<file path="config.mk">
export PLATFORM = sky130hd
export DESIGN_NAME = tri_rng
export DESIGN_NICKNAME = d
export VERILOG_FILES = /design/src/rtl/tri_rng_pkg.sv /design/src/rtl/xorshift_stage.sv /design/src/rtl/awc_stage.sv /design/src/rtl/weyl_stage.sv /design/src/rtl/tri_rng.sv
export SDC_FILE = /design/constraint.sdc
export NUM_CORES = 1
export LEC_CHECK = 0
export BUFFER_PORTS_ARGS = -buffer_cell sky130_fd_sc_hd__buf_2
export CORE_UTILIZATION = 39
export DETAILED_ROUTE_END_ITERATION = 8
export PLACE_DENSITY = 0.58
export SKIP_CTS_REPAIR_TIMING = 1
export SLEW_MARGIN = 30
export SYNTH_ARGS = -nofsm -noshare
export SYNTH_HDL_FRONTEND = slang
export SYNTH_SLANG_ARGS = --single-unit
</file>
<file path="constraint.sdc">
create_clock -name clk_i -period 6.4 [get_ports clk_i]
set_clock_uncertainty 0.05 [all_clocks]
set_input_delay 0.32 -clock clk_i [delete_from_list [all_inputs] [get_ports clk_i]]
set_output_delay 0.32 -clock clk_i [all_outputs]
set_load 0.05 [all_outputs]
</file>
<file path="src/rtl/tri_rng_pkg.sv">
package tri_rng_pkg;
  localparam int unsigned WORD_W = 32;
  typedef logic [WORD_W-1:0] word_t;

  typedef struct packed {
    word_t x;
    word_t y;
    word_t z;
    word_t w;
    logic  c;
  } rng_state_t;
endpackage

</file>
<file path="src/rtl/xorshift_stage.sv">
module xorshift_stage #(
  parameter int unsigned W  = 32,
  parameter int unsigned SA = 5,
  parameter int unsigned SB = 7,
  parameter int unsigned SC = 22
) (
  input  logic [W-1:0] y_i,
  output logic [W-1:0] y_o
);
  localparam int unsigned NSTEP = 3;
  localparam int unsigned SHIFTS [NSTEP] = '{SA, SB, SC};

  logic [W-1:0] st [NSTEP+1];
  assign st[0] = y_i;

  // step 1 shifts right, steps 0 and 2 shift left; order is significant
  for (genvar g = 0; g < NSTEP; g++) begin : g_step
    if (g == 1) begin : g_right
      assign st[g+1] = st[g] ^ (st[g] >> SHIFTS[g]);
    end else begin : g_left
      assign st[g+1] = st[g] ^ (st[g] << SHIFTS[g]);
    end
  end

  assign y_o = st[NSTEP];
endmodule

</file>
<file path="src/rtl/awc_stage.sv">
module awc_stage #(
  parameter int unsigned W = 32
) (
  input  logic [W-1:0] z_i,
  input  logic [W-1:0] w_i,
  input  logic         c_i,
  output logic [W-1:0] z_o,
  output logic [W-1:0] w_o,
  output logic         c_o
);
  logic [W-1:0] t;

  assign t   = z_i + w_i + {{(W-1){1'b0}}, c_i};
  assign z_o = w_i;
  assign c_o = t[W-1];
  assign w_o = {1'b0, t[W-2:0]};
endmodule

</file>
<file path="src/rtl/weyl_stage.sv">
module weyl_stage #(
  parameter int unsigned W   = 32,
  parameter logic [W-1:0] INC = 32'd1411392427
) (
  input  logic [W-1:0] x_i,
  output logic [W-1:0] x_o
);
  assign x_o = x_i + INC;
endmodule

</file>
<file path="src/rtl/tri_rng.sv">
module tri_rng
  import tri_rng_pkg::*;
#(
  parameter logic [WORD_W-1:0] WEYL_INC = 32'd1411392427,
  parameter logic [WORD_W-1:0] SEED_X   = 32'd123456789,
  parameter logic [WORD_W-1:0] SEED_Y   = 32'd234567891,
  parameter logic [WORD_W-1:0] SEED_Z   = 32'd345678912,
  parameter logic [WORD_W-1:0] SEED_W   = 32'd456789123,
  parameter logic              SEED_C   = 1'b0
) (
  input  logic              clk_i,
  input  logic              rst_ni,
  input  logic              advance_i,
  input  logic              seed_load_i,
  input  logic [WORD_W-1:0] seed_x_i,
  input  logic [WORD_W-1:0] seed_y_i,
  input  logic [WORD_W-1:0] seed_z_i,
  input  logic [WORD_W-1:0] seed_w_i,
  input  logic              seed_c_i,
  output logic [WORD_W-1:0] rand_o,
  output logic              valid_o
);
  localparam int unsigned W = WORD_W;
  localparam word_t W_MASK = {1'b0, {(W-1){1'b1}}};
  localparam rng_state_t RESET_ST = '{x: SEED_X, y: SEED_Y, z: SEED_Z,
                                      w: SEED_W & W_MASK, c: SEED_C};

  rng_state_t st_q, st_d, step_st, load_st;
  word_t      x_q, y_q, w_q;
  word_t      rand_q;
  logic       valid_q;
  logic       do_step;

  assign x_q = st_q.x;
  assign y_q = st_q.y;
  assign w_q = st_q.w;

  xorshift_stage #(.W(W), .SA(5), .SB(7), .SC(22)) u_xs (
    .y_i(st_q.y),
    .y_o(step_st.y)
  );

  awc_stage #(.W(W)) u_awc (
    .z_i(st_q.z),
    .w_i(st_q.w),
    .c_i(st_q.c),
    .z_o(step_st.z),
    .w_o(step_st.w),
    .c_o(step_st.c)
  );

  weyl_stage #(.W(W), .INC(WEYL_INC)) u_weyl (
    .x_i(st_q.x),
    .x_o(step_st.x)
  );

  always_comb begin
    load_st.x = seed_x_i;
    load_st.y = (seed_y_i == '0) ? SEED_Y : seed_y_i;
    load_st.z = seed_z_i;
    load_st.w = seed_w_i & W_MASK;
    load_st.c = seed_c_i;
  end

  // load has priority over advance
  assign do_step = advance_i && !seed_load_i;

  always_comb begin
    st_d = st_q;
    if (seed_load_i)  st_d = load_st;
    else if (do_step) st_d = step_st;
  end

  always_ff @(posedge clk_i or negedge rst_ni) begin
    if (!rst_ni) begin
      st_q    <= RESET_ST;
      rand_q  <= '0;
      valid_q <= 1'b0;
    end else begin
      st_q    <= st_d;
      valid_q <= do_step;
      if (do_step) rand_q <= step_st.x + step_st.y + step_st.w;
    end
  end

  assign rand_o  = rand_q;
  assign valid_o = valid_q;
endmodule

</file>
==> impl_metrics.json <==
{
  "relSlewSlack_pct": 26.6,
  "drive_gt1_share_pct": 18.2,
  "cts_tree": "built",
  "grt_first_pass_wirelength_um": 56100,
  "synthAdderAreaFrac_pct": 11.7,
  "die_w_um": 180,
  "grt_setup_unrepaired": "false",
  "ant_nets": 0,
  "final_util_pct": 45.5,
  "synth_top_family_by_area": "compound AO/OA/AOI/OAI gates",
  "synth_edf_count": 0,
  "track_usage_pct": 22.3,
  "max_freq_mhz": 174,
  "syn_area_mm2": 0.0123,
  "drt_iter0_markers": 843,
  "clk_latency_ps": 440,
  "place.gp.congestion": 0.900,
  "cp_data_required_time_ps": 6640,
  "fin_crit_sh_pct": 90.1,
  "startpoint_type": "flop",
  "synth_cells": 1406,
  "synthArstFlopShare_pct": 100,
  "synth-xor-area-share_pct": 12.8,
  "clock_sinks": 161,
  "period_needed_ps": 5760,
  "initial_core_util_pct": 39.9,
  "final_net_count": 1757,
  "num_vias": 10400,
  "htree_levels": 4,
  "status": "complete, but fails checks",
  "syn2layout_area_growth_pct": 13.9,
  "coreArea_mm2": 0.0308,
  "io_buffer_count": 164,
  "io_pins": 166,
  "min_path_type": "primary input to flop",
  "clockBufferDepth": 2,
  "dp_hpwl_um": 27000,
  "yosysUniqueCellTypes": 71,
  "syn_avg_cell_area_um2": 8.75,
  "vias_per_cell": 5.34,
  "routed_wl_um": 35600,
  "final_cell_mix": "nand2_1 (203), buf_2 (161), o21ai_0 (157)",
  "cp_max_fo": 7,
  "drv_slew": 0,
  "nFillCells": 3066,
  "worst_pin_slew_ps": 1090,
  "synth_seq_cells": 161,
  "overflow": 0,
  "drt-pass1-iter-count": 9,
  "end_kind": "flop",
  "violations": "DRC",
  "setup_viol": 0,
  "seq_area_frac_synth_pct": 33.3,
  "crit_type": "flop to flop",
  "synth_compound_area_share_pct": 18.0,
  "wl_per_cell_um": 18.4,
  "synthFlopType": "dfrtp_1",
  "cp.arrival_ps": 6010,
  "cts_root_buffer": "clkbuf_16",
  "fp.dieH_um": 180,
  "clk_pin_slew_ps": 70,
  "rows": 64,
  "max_cap_violations": 0,
  "synthSimpleGateAreaFrac_pct": 15.3,
  "synthMuxAreaShare_pct": 4.50,
  "syn_nets": 1634,
  "grt_start_max_net_pins": 100,
  "grt_pass1_vias": 10100,
  "hold_viol_final": 0,
  "grt_antenna_before_repair": 0,
  "drc_errors": 10,
  "finalSetupTns_ps": 0,
  "numCtsBuffers": 17,
  "synth_warnings": 0,
  "mostFrequentLayoutCell": "nand2_1",
  "die_area_mm2": 0.0323
}
[layout make-up]
class                      instances  area, µm²  share of cell area, %
clock inverter                    10        125                  0.893
clock buffer                      22        474                   3.38
tap                              396        495                   3.54
sequential                       161       4100                   29.3
inverter                          65        244                   1.74
timing repair buffer             172        901                   6.43
multi-input combinational       1112       7670                   54.7
antenna                            1       2.50                 0.0179
[cell families (layout without fill, tap and decap cells)]
kind of cell	count (synthesis)	after routing
AND/OR/NAND/NOR	414	414
AO/OA/AOI/OAI	368	368
XOR/XNOR	180	180
flip-flops	161	161
buffers and inverters	133	269
adder cells (fa/ha/maj)	95	95
multiplexers	55	55
other	0	1
[per-layer routing]
| metal | global-route usage [%] | wire, µm | vias up |
|---|---|---|---|
| li1 | - | - | 5107 |
| met1 | 32.5 | 17500 | 4965 |
| met2 | 35.1 | 16000 | 266 |
| met3 | 3.22 | 1830 | 20 |
| met4 | 5.00 | 336 | 0 |
| met5 | 0 | 0 | - |
[metrics by stage]
step                      cells  worst slack (ps)  hold slack [ps]  instance area (µm²)
after floorplan            1406              1460            -25.6                12300
after global placement     1905               718              407                13400
after detailed placement   1905               675              408                13400
after CTS                  1937               629            -20.8                14000
after global routing       1938               337             33.6                14000
final                      1939               637             33.0                14000
[flip-flops by register name, summed over array words and instances (netlist names)]
name / cells
y_q: 32
x_q: 32
valid_o: 1
st_q: 33
rand_o: 32
w_q: 31
[worst max-delay path: stages (launching register included)]
cell	delay, ps
dfrtp_1	440
fa_1	430
inv_1	100
fa_1	230
nor2b_1	80
o211ai_1	300
a31oi_1	210
or2_2	350
a221o_1	330
a21oi_1	180
xor2_1	290
fa_1	480
inv_1	70
ha_1	280
and2_1	210
a221oi_1	270
nor2_1	70
o21a_1	190
a311oi_1	450
o31ai_1	190
a31oi_1	220
xnor2_1	140
o21ai_1	70
[worst paths after layout]
kind | from | to | slack (ps) | cells after the start
max in group asynchronous | rst_ni | st_q[54] | 4420 | 3
min reg2reg | rand_o[1] | rand_o[1] | 420 | 2
min in group asynchronous | rst_ni | rand_o[1] | 490 | 2
min | seed_w_i[6] | w_q[6] | 30 | 3
max reg2reg | st_q[0] | rand_o[31] | 640 | 22
max | st_q[0] | rand_o[31] | 640 | 22
[Yosys cell counts (all sizes together) (3+ instances only)]
master,number,area (µm²)
xor2,70,613
o31ai,12,95.1
a211o,3,26.3
nand3,22,110
o21a,16,120
o211ai,5,37.5
dfstp,57,1500
o21ai,165,826
nor2,84,315
nand2b,10,62.6
o32ai,3,26.3
or3,7,43.8
a221oi,3,26.3
nor4,12,75.1
a31oi,7,43.8
or4,4,30.0
nor2b,12,75.1
a21oi,83,423
nor3b,3,27.5
clkbuf,53,199
or2,7,43.8
buf,15,86.3
and2,3,18.8
ha,61,763
a211oi,8,65.1
and4,3,28.8
xnor2,110,963
o22ai,6,43.8
dfrtp,104,2600
nand2,204,766
nor3,14,70.1
nand4,11,68.8
o21bai,6,48.8
inv,65,244
a21o,25,188
fa,34,681
a311oi,5,43.8
mux2i,53,531
a2bb2oi,4,35.0
and3,13,86.3
Power is left out: the tool's default activity adds up to more than one toggle a clock period on the data nets, which glitch-free logic cannot reach.
